$ cat config.mk
export PLATFORM = sky130hd
export DESIGN_NAME = thermal_throttle_ctrl
export DESIGN_NICKNAME = d
export VERILOG_FILES = /design/src/rtl/ptc_pkg.sv /design/src/rtl/ptc_regbank.sv /design/src/rtl/ptc_chan_loop.sv /design/src/rtl/ptc_min_merge.sv /design/src/rtl/thermal_throttle_ctrl.sv
export SDC_FILE = /design/constraint.sdc
export NUM_CORES = 1
export LEC_CHECK = 0
export BUFFER_PORTS_ARGS = -buffer_cell sky130_fd_sc_hd__buf_2
export CAP_MARGIN = 5
export CORE_AREA = 2 2 157 174
export CTS_BUF_LIST = sky130_fd_sc_hd__clkbuf_16
export DETAILED_ROUTE_END_ITERATION = 7
export DIE_AREA = 0 0 159 176
export GPL_TIMING_DRIVEN = 0
export PLACE_DENSITY = 0.7
export SYNTH_ARGS = -nofsm -noshare
export SYNTH_HDL_FRONTEND = slang
export SYNTH_SLANG_ARGS = --single-unit
$ cat constraint.sdc
create_clock -name clk_i -period 6.25 [get_ports clk_i]
set_input_delay 0.625 -clock clk_i [delete_from_list [all_inputs] [get_ports clk_i]]
set_output_delay 0.625 -clock clk_i [all_outputs]
set_load 0.05 [all_outputs]
$ cat src/rtl/ptc_pkg.sv
package ptc_pkg;
  localparam int LVL_W = 8;
  localparam int TEMP_W = 8;
  localparam int WORD_W = 64;
  localparam logic [LVL_W-1:0] LVL_MAX = '1;
  // writable bits of a channel word
  localparam logic [WORD_W-1:0] CFG_WMASK = 64'h0000_0000_FFFF_1FFF;

  typedef logic [LVL_W-1:0] lvl_t;
  typedef logic [TEMP_W-1:0] temp_t;

  typedef struct packed {
    temp_t      ovr_temp;
    lvl_t       min_perf;
    logic       ovr_en;
    logic [2:0] gain;
    logic       enable;
    temp_t      target;
  } chan_cfg_t;

  function automatic lvl_t step_of(logic [2:0] gain);
    logic [3:0] s;
    s = 4'd8 >> gain;
    return (s == 4'd0) ? lvl_t'(1) : lvl_t'(s);
  endfunction
endpackage

$ cat src/rtl/ptc_regbank.sv
module ptc_regbank
  import ptc_pkg::*;
#(
  parameter int NUM_CH = 3,
  parameter int ADDR_W = 16,
  parameter logic [ADDR_W-1:0] BASE_ADDR = 'h5B20,
  parameter int STRIDE = 8
) (
  input  logic              clk_i,
  input  logic              rst_ni,
  input  logic              req_i,
  input  logic              we_i,
  input  logic [ADDR_W-1:0] addr_i,
  input  logic [WORD_W-1:0] wdata_i,
  output logic [WORD_W-1:0] rdata_o,
  output chan_cfg_t         cfg_o [NUM_CH]
);
  localparam int IDX_W = (NUM_CH > 1) ? $clog2(NUM_CH) : 1;
  localparam int SH    = $clog2(STRIDE);
  localparam int SPAN  = NUM_CH * STRIDE;

  logic [ADDR_W-1:0] off;
  logic              hit;
  logic [IDX_W-1:0]  idx;
  logic [WORD_W-1:0] reg_q [NUM_CH];
  logic [WORD_W-1:0] rd_sel;

  assign off = addr_i - BASE_ADDR;
  assign hit = (off[SH-1:0] == '0) && (off < ADDR_W'(SPAN));
  assign idx = IDX_W'(off >> SH);

  for (genvar k = 0; k < NUM_CH; k++) begin : g_reg
    always_ff @(posedge clk_i or negedge rst_ni) begin
      if (!rst_ni)
        reg_q[k] <= '0;
      else if (req_i && we_i && hit && (idx == IDX_W'(k)))
        reg_q[k] <= wdata_i & CFG_WMASK;
    end

    assign cfg_o[k].target   = reg_q[k][7:0];
    assign cfg_o[k].enable   = reg_q[k][8];
    assign cfg_o[k].gain     = reg_q[k][11:9];
    assign cfg_o[k].ovr_en   = reg_q[k][12];
    assign cfg_o[k].min_perf = reg_q[k][23:16];
    assign cfg_o[k].ovr_temp = reg_q[k][31:24];
  end

  always_comb begin
    rd_sel = '0;
    for (int k = 0; k < NUM_CH; k++)
      if (hit && (idx == IDX_W'(k))) rd_sel = reg_q[k];
  end

  always_ff @(posedge clk_i or negedge rst_ni) begin
    if (!rst_ni)               rdata_o <= '0;
    else if (req_i && !we_i)   rdata_o <= rd_sel;
  end
endmodule

$ cat src/rtl/ptc_chan_loop.sv
module ptc_chan_loop
  import ptc_pkg::*;
(
  input  logic      clk_i,
  input  logic      rst_ni,
  input  logic      tick_i,
  input  chan_cfg_t cfg_i,
  input  temp_t     sensor_i,
  output lvl_t      level_o,
  output logic      hot_o
);
  temp_t          sel_temp;
  logic           hot;
  lvl_t           step;
  logic [LVL_W:0] sum;
  lvl_t           cand;
  lvl_t           nxt;
  lvl_t           level_q;

  assign sel_temp = cfg_i.ovr_en ? cfg_i.ovr_temp : sensor_i;
  assign hot      = sel_temp > cfg_i.target;
  assign hot_o    = cfg_i.enable && hot;
  assign step     = step_of(cfg_i.gain);
  assign sum      = {1'b0, level_q} + {1'b0, step};

  always_comb begin
    if (hot)
      cand = (level_q < step) ? '0 : level_q - step;
    else
      cand = sum[LVL_W] ? LVL_MAX : sum[LVL_W-1:0];
    // a raised floor pulls the request up immediately
    nxt = (cand < cfg_i.min_perf) ? cfg_i.min_perf : cand;
    if (!cfg_i.enable) nxt = LVL_MAX;
  end

  always_ff @(posedge clk_i or negedge rst_ni) begin
    if (!rst_ni)     level_q <= LVL_MAX;
    else if (tick_i) level_q <= nxt;
  end

  assign level_o = level_q;
endmodule

$ cat src/rtl/ptc_min_merge.sv
module ptc_min_merge
  import ptc_pkg::*;
#(
  parameter int NUM_CH = 3
) (
  input  logic [NUM_CH-1:0]       en_i,
  input  logic [NUM_CH*LVL_W-1:0] lvl_i,
  output lvl_t                    min_o
);
  always_comb begin
    min_o = LVL_MAX;
    for (int k = 0; k < NUM_CH; k++)
      if (en_i[k] && (lvl_i[k*LVL_W +: LVL_W] < min_o))
        min_o = lvl_i[k*LVL_W +: LVL_W];
  end
endmodule

$ cat src/rtl/thermal_throttle_ctrl.sv
module thermal_throttle_ctrl
  import ptc_pkg::*;
#(
  parameter int NUM_CH = 3,
  parameter int ADDR_W = 16,
  parameter logic [ADDR_W-1:0] BASE_ADDR = 'h5B20,
  parameter int STRIDE = 8
) (
  input  logic                     clk_i,
  input  logic                     rst_ni,
  input  logic                     tick_i,
  input  logic [NUM_CH*TEMP_W-1:0] sensor_temp_i,
  input  logic                     bus_req_i,
  input  logic                     bus_we_i,
  input  logic [ADDR_W-1:0]        bus_addr_i,
  input  logic [WORD_W-1:0]        bus_wdata_i,
  output logic [WORD_W-1:0]        bus_rdata_o,
  output logic [LVL_W-1:0]         perf_level_o,
  output logic [NUM_CH*LVL_W-1:0]  ch_level_o,
  output logic [NUM_CH-1:0]        ch_hot_o
);
  chan_cfg_t                cfg [NUM_CH];
  logic [NUM_CH-1:0]        cfg_en;
  logic [NUM_CH*LVL_W-1:0]  cfg_floor;

  ptc_regbank #(
    .NUM_CH(NUM_CH), .ADDR_W(ADDR_W), .BASE_ADDR(BASE_ADDR), .STRIDE(STRIDE)
  ) u_regs (
    .clk_i  (clk_i),
    .rst_ni (rst_ni),
    .req_i  (bus_req_i),
    .we_i   (bus_we_i),
    .addr_i (bus_addr_i),
    .wdata_i(bus_wdata_i),
    .rdata_o(bus_rdata_o),
    .cfg_o  (cfg)
  );

  for (genvar k = 0; k < NUM_CH; k++) begin : g_ch
    assign cfg_en[k]                   = cfg[k].enable;
    assign cfg_floor[k*LVL_W +: LVL_W] = cfg[k].min_perf;

    ptc_chan_loop u_loop (
      .clk_i   (clk_i),
      .rst_ni  (rst_ni),
      .tick_i  (tick_i),
      .cfg_i   (cfg[k]),
      .sensor_i(sensor_temp_i[k*TEMP_W +: TEMP_W]),
      .level_o (ch_level_o[k*LVL_W +: LVL_W]),
      .hot_o   (ch_hot_o[k])
    );
  end

  ptc_min_merge #(.NUM_CH(NUM_CH)) u_merge (
    .en_i (cfg_en),
    .lvl_i(ch_level_o),
    .min_o(perf_level_o)
  );
endmodule

# Word level (Yosys, flattened, before mapping)
# Index checks and enable logic that the tools add are counted.
# op_classes
add_sub_neg,7
n_lt_le_gt_ge,13
eq_ne,2
n_shift,3
muxes,27
n_reduce_logical,22
# ops
operator,n
2-to-1 mux 8 bit,21
2-to-1 mux 64 bit,2
< comparator 8 bit,8
2-to-1 mux 32 bit,1
adder 8 x 8 -> 9 bit,3
> comparator 8 bit,3
subtractor 8 bit,3
logical AND 1 bit,16
< comparator 16 x 5 -> 1 bit (second input constant),1
subtractor 16 x 15 -> 16 bit (second input constant),1
logical NOT 4 bit,3
2-to-1 mux 4 bit,3
>> shifter 4 x 3 -> 4 bit (first input constant),3
< comparator 8 bit (second input constant),1
logical NOT 3 bit,1
== test 2 x 1 -> 1 bit (second input constant),1
== test 2 bit (second input constant),1
logical NOT 2 bit,1
logical NOT 1 bit,1
# totals
regBits,175
input_bits,109
output_inout_bits,99
wordCells,81

# Logic depth before layout (Yosys ltp)
# Gate-level depths: netlist of the first run.
# depth
depth_word,9
depth_mapped,21
ltp_nobuf,19

# By module
# Synthesis of the first run repeated with hierarchy kept, for this count alone.
# unflattened
cells_unflattened,1087
area_unflattened_um2,10729.0
# modules_own_cells
module,instances,cells_each,area_per_inst_um2,seq_area_each_um2
ptc_regbank,1,431,5271.3,2902.8
ptc_chan_loop at g_ch[0].u_loop ...,2,191,1589.0,210.2
ptc_chan_loop at g_ch[1].u_loop,1,194,1661.6,210.2
ptc_min_merge,1,80,618.1,0.0

# Least setup slack after synthesis of the first run
# OpenSTA, ideal clock, no wires.
# synth_path
path_type,reg2out
startpoint,register g_ch[0].u_loop.level_q[4]
endpoint,output perf_level_o[0]
arrival_time_ps,4396
t_required_ps,5625
setup_slack_ps,1229
stages_incl_launch_ff,14
path_cell_list,dfstp_2 clkbuf_1 nor2b_1 ha_1 a21oi_1 nor2b_1 o21ai_0 nand4_1 a21o_1 ha_1 a2111o_1 a211o_1 a21oi_4 mux2i_1
# synth_via
elab_chain_len,9
# synth_rtl
element,line,rtl
start: declaration,ptc_chan_loop.sv:18,lvl_t level_q;
start signal: assignment,ptc_chan_loop.sv:38,else if (tick_i) level_q <= nxt;
< comparator 8 bit,ptc_min_merge.sv:13,if (en_i[k] && (lvl_i[k*LVL_W +: LVL_W] < min_o))
logical AND 1 bit,ptc_min_merge.sv:13,
2-to-1 mux 8 bit (*),ptc_min_merge.sv:13,
< comparator 8 bit,ptc_min_merge.sv:13,
logical AND 1 bit,ptc_min_merge.sv:13,
2-to-1 mux 8 bit (*),ptc_min_merge.sv:13,
< comparator 8 bit,ptc_min_merge.sv:13,
logical AND 1 bit,ptc_min_merge.sv:13,
2-to-1 mux 8 bit (*),ptc_min_merge.sv:13,
end: declaration,thermal_throttle_ctrl.sv:18,"output logic [LVL_W-1:0] perf_level_o,"
# Mark *: on every way between the ends. The rest lies on a longest branch, timed or not.

# Worst setup path after layout of the first run
# layout_path
startpoint,register g_ch[0].u_loop.level_q[4]
endpoint,output perf_level_o[6]
# Same word-level chain as after synthesis.

==> results of run 1 <==
-- synthesized netlist by cell type (4+ instances only) --
library cell  number
fa_1               6
nor2b_1           18
nand2_1           90
o21a_1             7
nand3_1           17
a211o_1            8
and2_1             9
dfrtp_1          116
clkbuf_1          36
and3_1             5
o21ai_1            4
o21ai_0           44
buf_1              6
a21o_1            21
buf_2              7
nand4_1            8
nor3_1             9
inv_1             86
a211oi_1           4
buf_4             40
mux2i_1           55
dfstp_2           24
mux4_2             6
or3_1              8
a31oi_1           16
o31ai_1           35
nand2b_1          10
ha_1              84
a21oi_1           64
mux2_2           100
nor2_1            92
-- registers in the layout (all words and copies together), names as in the netlist --
register	count
g_ch.u_loop.level_o	24
u_regs.cfg_o	87
u_regs.rdata_o	29
-- worst min-delay path by stage --
stage	end	startpoint	slack (ns)	depth (start not counted)
final	u_regs.rdata_o[25]	rst_ni	0.13	1
after global routing	u_regs.rdata_o[25]	rst_ni	0.18	1
after CTS	u_regs.rdata_o[25]	rst_ni	0.16	1
after detailed placement	u_regs.rdata_o[27]	u_regs.rdata_o[27]	0.46	2
after global placement	u_regs.rdata_o[6]	u_regs.rdata_o[6]	0.46	2
after floorplan	u_regs.cfg_o[0]	rst_ni	0.33	0
-- power breakdown --
part | switching (mW) | leakage, nW | internal (mW) | total (mW)
clock network | 0.400 | 0.285 | 0.579 | 0.979
logic | 0.147 | 3.90 | 0.0726 | 0.220
registers | 0.000106 | 1.80 | 0.907 | 0.908
-- placed cells by master (no fill, tap or decap), types with 5 or more instances in the layout --
master	netlist	routed
buf_2	7	142
dfrtp_1	116	116
mux2_2	100	100
nor2_1	92	92
nand2_1	90	90
inv_1	86	87
ha_1	84	84
a21oi_1	64	64
mux2i_1	55	55
o21ai_0	44	44
buf_4	40	40
clkbuf_1	36	36
o31ai_1	35	35
conb_1	1	35
dfstp_2	24	24
a21o_1	21	21
nor2b_1	18	18
nand3_1	17	17
clkbuf_16	0	17
a31oi_1	16	16
nand2b_1	10	10
and2_1	9	9
nor3_1	9	9
nand4_1	8	8
a211o_1	8	8
or3_1	8	8
o21a_1	7	7
clkinv_2	0	7
mux4_2	6	6
buf_1	6	6
fa_1	6	6
and3_1	5	5
-- metrics by stage --
step | cell area [µm²] | hold slack (ns)
3_5_place_dp | 11600 | 0.462
6_report | 12200 | 0.134
4_1_cts | 12200 | 0.159
5_1_grt | 12200 | 0.178
3_3_place_gp | 11600 | 0.459
2_1_floorplan | 10500 | 0.329
-- kinds of logic (layout without fill, tap and decap cells) --
kind of cell | Yosys count | count (layout) | share of synthesized area
adder cells (fa/ha/maj) | 90 | 90 | 0.113
buffers and inverters | 176 | 344 | 0.0798
other | 1 | 36 | 0.000362
flip-flops | 140 | 140 | 0.341
AO/OA/AOI/OAI | 239 | 239 | 0.156
multiplexers | 162 | 162 | 0.176
XOR/XNOR | 1 | 1 | 0.000845
AND/OR/NAND/NOR | 290 | 290 | 0.133
-- routing by layer --
layer	share of wire	vias to the layer above	GRT usage
met5	0	-	0
met4	0.031	0	0.0814
met3	0.060	56	0.0378
met2	0.47	303	0.353
met1	0.44	4280	0.284
li1	-	4216	-
-- final cells by class --
| cell class | instances | area [µm²] |
|---|---|---|
| fillers | 2517 | 13900 |
| multi-input cells | 817 | 6130 |
| flip-flops and latches | 140 | 3530 |
| repair buffers | 137 | 714 |
| plain buffers | 90 | 504 |
| well taps | 352 | 440 |
| clock buffers | 17 | 425 |
| inverters | 86 | 323 |
| clock inverters | 14 | 129 |
| diodes | 1 | 2.50 |
-- critical path: stages (launching register included) --
cell	delay (ns)
dfstp_2	0.56
clkbuf_1	0.43
nor2b_1	0.17
ha_1	0.22
a21oi_1	0.12
nor2b_1	0.06
o21ai_0	0.24
nand4_1	0.38
a21o_1	0.29
ha_1	0.28
a2111o_1	0.40
a211o_1	0.27
a21oi_4	0.35
mux2i_1	0.26
buf_2	0.30
==> results.toml, run 1 <==
[cts]
cts_resized = 0
numClockSinks = 140
post-cts-setup-buffers = 0
path_clk_slew_ns = 0.06
cts_buffers = 17
clockBufferDepth = 2
clockRootBuffer = "clkbuf_16"
htree_num_levels = 4
cts_tree = "built"
clock_latency_ns = 0.43
ctsHoldBuffers = 0

[critical_path]
cp-end-kind = "output pin"
required_ns = 5.62
cp-start-kind = "flip-flop"
cp.arrival_ns = 4.77
path_class = "flip-flop to output pin"
r2r_end = "g_ch[2].u_loop.level_o[4]"
r2r_start = "u_regs.cfg_o[12]"
startpoint = "g_ch[0].u_loop.level_o[4]"
crit_fanout = 10
reg2reg_depth = 17
reg2reg_slack_ns = 0.98
crit_end = "perf_level_o[6]"

[routing]
drt_iter0_drc = 784
drt-pass1-iter-count = 5
drc_errors = 0
post_drt_wl_per_cell_um = 18.1
drt-total-wl_mm = 29.9
ant_nets = 0
vias = 8855
drt-vias-per-instance = 5.35

[floorplanning]
die-height_um = 176
num_rows = 62
die-area_um2 = 28000
die_w_um = 159
start_util = 0.398
core_um2 = 26100
io_pins = 208

[pwr]
p_leak_nw = 5.99
vdd_drop_max_uv = 199
p_per_area_nw_per_um2 = 173
power_mw = 2.11

[synth]
synth_top_cell_by_area = "dfrtp_1"
yosysWarnings = 0
syn_area_um2 = 10400
yosysSeqAreaShare = 0.341
yosys.area.top_type_share = 0.280
ys_seq_elements = 140
synth_flop_cell = "dfrtp_1"
asyncSetResetFlopFracSynth = 1.00
synthTopCellsByArea = "dfrtp_1 28%, mux2_2 11%, ha_1 10%, dfstp_2 6.1%, mux2i_1 5.3%"
syn_inst = 1099
synth_edf_count = 0
ys_types = 78
avgSynthCellArea_um2 = 9.43

[sta]
clock_skew_ns = 0.00594
hold_viol_final = 0
drv_slew = 0
post-route-period-util = 0.863
maxSlewHeadroom = 0.429
rsz0062_at_grt = "no"
final.setup.tns_ns = 0
fmax_ghz = 0.185
worstMarginPinSlew_ns = 0.849
period_needed_ns = 5.39
layout_setup_ws_ns = 0.855
setup_viol = 0

[placed_design]
dp_hpwl_mm = 23.4
dp_slack_ns = 1.04
finalWeightedCongestion = 0.926
portBuffers = 136
post-place-cells = 1622

[global_routing]
gr-total-overflow = 0
grt_pass1_vias = 8617
grt_max_degree = 91
grt_pass1_wl_mm = 47.2
grt.total_usage = 0.215
antenna_found_initial = 1

[finish]
fin_nets = 1488
area_growth_syn_to_layout_pct = 17.7
drive_gt1_frac = 0.279
utilization = 0.468
final_cells = 1654

[min_path]
hold_path_class = "input pin to async pin"

[run]
maxCapViolCount = 0

[run_status]
outcome = "complete, no violations"
Note: power is estimated with default switching activity, not from simulation.
==> run 2, diff against run 1 <==
- RECOVER_POWER: unset -> 100
==> run 2 against run 1 <==
The flow now finishes with violations (capacitance limit, slew limit). Global-route usage is the same. Fmax down 4.4%. Cell count unchanged. Critical path type unchanged.
==> results.toml, run 2 (synthesis results as in run 1) <==
[critical_path]
required_ns = 5.62
path_cells = "clkbuf_1, nor2b_1, ha_1, a21oi_1, nor2b_1, o21ai_0, nand4_1, mux2_1, ha_1, a21oi_1, nor2b_1, o21ai_0, nand3b_1, a21oi_2, mux2i_1, clkbuf_2"
crit_top_cell = "nor2b_1"
cp_top_family = "compound AO/OA/AOI/OAI gates"
cp.arrival_ns = 5.02
path_class = "flip-flop to output pin"
cp-end-kind = "output pin"
critPathBufInv = 2
cp-start-kind = "flip-flop"
max_stage_delay_ns = 0.56
worst_path_max_delay_cell = "dfstp_2"
crit_fanout = 10

[floorplanning]
die-area_um2 = 28000
die_w_um = 159
num_rows = 62
start_util = 0.398
core_um2 = 26100
die-height_um = 176
io_pins = 208

[routing]
post_drt_wl_per_cell_um = 18.1
met2_wirelength_mm = 14.1
drt-total-wl_mm = 29.9
top_layer_used = "met4"
drt_iter0_drc = 699
drt-vias-per-instance = 5.33
ant_nets = 0
wl_met3_mm = 1.95
routedLengthMet1_mm = 13.0
vias = 8824
drt-pass1-iter-count = 5
drc_errors = 0

[pwr]
p_per_area_nw_per_um2 = 175
vdd_drop_max_uv = 200
p_leak_nw = 5.81

[global_routing]
gr-total-overflow = 0
antenna_found_initial = 1
grt_pass1_wl_mm = 47.2
grt_max_degree = 91
grt_pass1_vias = 8617
grt.total_usage = 0.215

[sta]
rsz0062_at_grt = "no"
worstMarginPinSlew_ns = 2.78
final.setup.tns_ns = 0
period_needed_ns = 5.64
clock_skew_ns = 0.00472
setup_viol = 0
post-route-period-util = 0.903
drv_slew = 151
hold_viol_final = 0
maxSlewHeadroom = -0.855
fmax_ghz = 0.177

[placed_design]
portBuffers = 136
dp_hpwl_mm = 23.4
post-place-cells = 1622
finalWeightedCongestion = 0.926

[finish]
layout_common_cells = "116 x dfrtp_1, 97 x mux2_2, 97 x clkbuf_1, 92 x nor2_1, 90 x nand2_1"
largest_reg_flops = 87
fin_nets = 1488
drive_gt1_frac = 0.229
area_growth_syn_to_layout_pct = 16.4
final_common_cell = "dfrtp_1"
final_cells = 1654

[cts]
ctsHoldBuffers = 0
clock_latency_ns = 0.43
numClockSinks = 140
cts_tree = "built"
clockBufferDepth = 2
htree_num_levels = 4
clockRootBuffer = "clkbuf_16"
post-cts-setup-buffers = 0
path_clk_slew_ns = 0.06
cts_resized = 0
cts_buffers = 17

[run]
maxCapViolCount = 3

[min_path]
hold_path_class = "input pin to flip-flop"

[run_status]
outcome = "complete, but fails checks"
violations = "capacitance limit, slew limit"
## run 2: cell count changes in the layout (fill, tap and decap cells not counted), moves of 2 or more
cell	previous run	this run
clkbuf_1	36	97
buf_2	142	83
clkbuf_2	0	4
mux2_1	0	3
buf_1	6	4
buf_4	40	38
mux2_2	100	97
## run 2: worst register-to-register path, stage by stage, from the launching register on
cell	delay, ns
dfrtp_1	0.32
clkbuf_1	0.46
mux2_2	0.41
ha_1	0.31
nand4_1	0.12
nor3_1	0.29
nor2_1	0.12
a21oi_4	0.39
mux4_2	0.62
inv_1	0.08
ha_1	0.24
a2111oi_0	0.76
nand3_1	0.13
o21ai_0	0.20
a311o_1	0.14
clkbuf_1	0.46
mux2_4	0.35
a21oi_2	0.13
## run 2: worst paths after layout
| kind | cells past startpoint | start | slack [ns] | endpoint |
|---|---|---|---|---|
| min | 3 | bus_wdata_i[17] | 0.44 | u_regs.cfg_o[72] |
| max | 16 | g_ch[0].u_loop.level_o[4] | 0.61 | perf_level_o[1] |
| max reg2reg | 17 | u_regs.cfg_o[41] | 0.66 | g_ch[1].u_loop.level_o[6] |
| min reg2reg | 2 | u_regs.rdata_o[27] | 0.48 | u_regs.rdata_o[27] |
| min in group asynchronous | 1 | rst_ni | 1.07 | u_regs.rdata_o[25] |
| max in group asynchronous | 2 | rst_ni | 1.82 | u_regs.rdata_o[17] |
## run 2: stage by stage
stage | hold WS, ns | setup WS, ns | instance area (µm²) | utilization | power (mW)
floorplan | 0.329 | 1.23 | 10500 | - | 1.06
global placement | 0.459 | 1.11 | 11600 | 0.446 | 1.13
detailed placement | 0.462 | 1.04 | 11600 | 0.447 | 1.14
CTS | 0.159 | 0.892 | 12200 | 0.468 | 2.11
global route | 0.446 | 0.248 | 12100 | 0.463 | 2.17
finish | 0.441 | 0.608 | 12100 | 0.463 | 2.11
## run 2: routing by layer
metal / GRT usage / vias to the layer above
met5: 0 / -
met3: 0.0378 / 51
met4: 0.0814 / 0
met1: 0.284 / 4245
li1: - / 4214
met2: 0.353 / 314
## run 2: power by group
group	switching, mW	internal, mW
combinational	0.146	0.0702
clock	0.403	0.579
sequential	0.000106	0.908
total	0.549	1.56
## run 2: layout make-up
type | count | area, µm²
Buffer | 90 | 494
Multi-Input combinational cell | 817 | 6100
Tap cell | 352 | 440
Clock inverter | 14 | 129
Antenna cell | 1 | 2.50
Timing Repair Buffer | 137 | 617
Clock buffer | 17 | 425
Inverter | 86 | 323
Sequential cell | 140 | 3530
Fill cell | 2552 | 14000
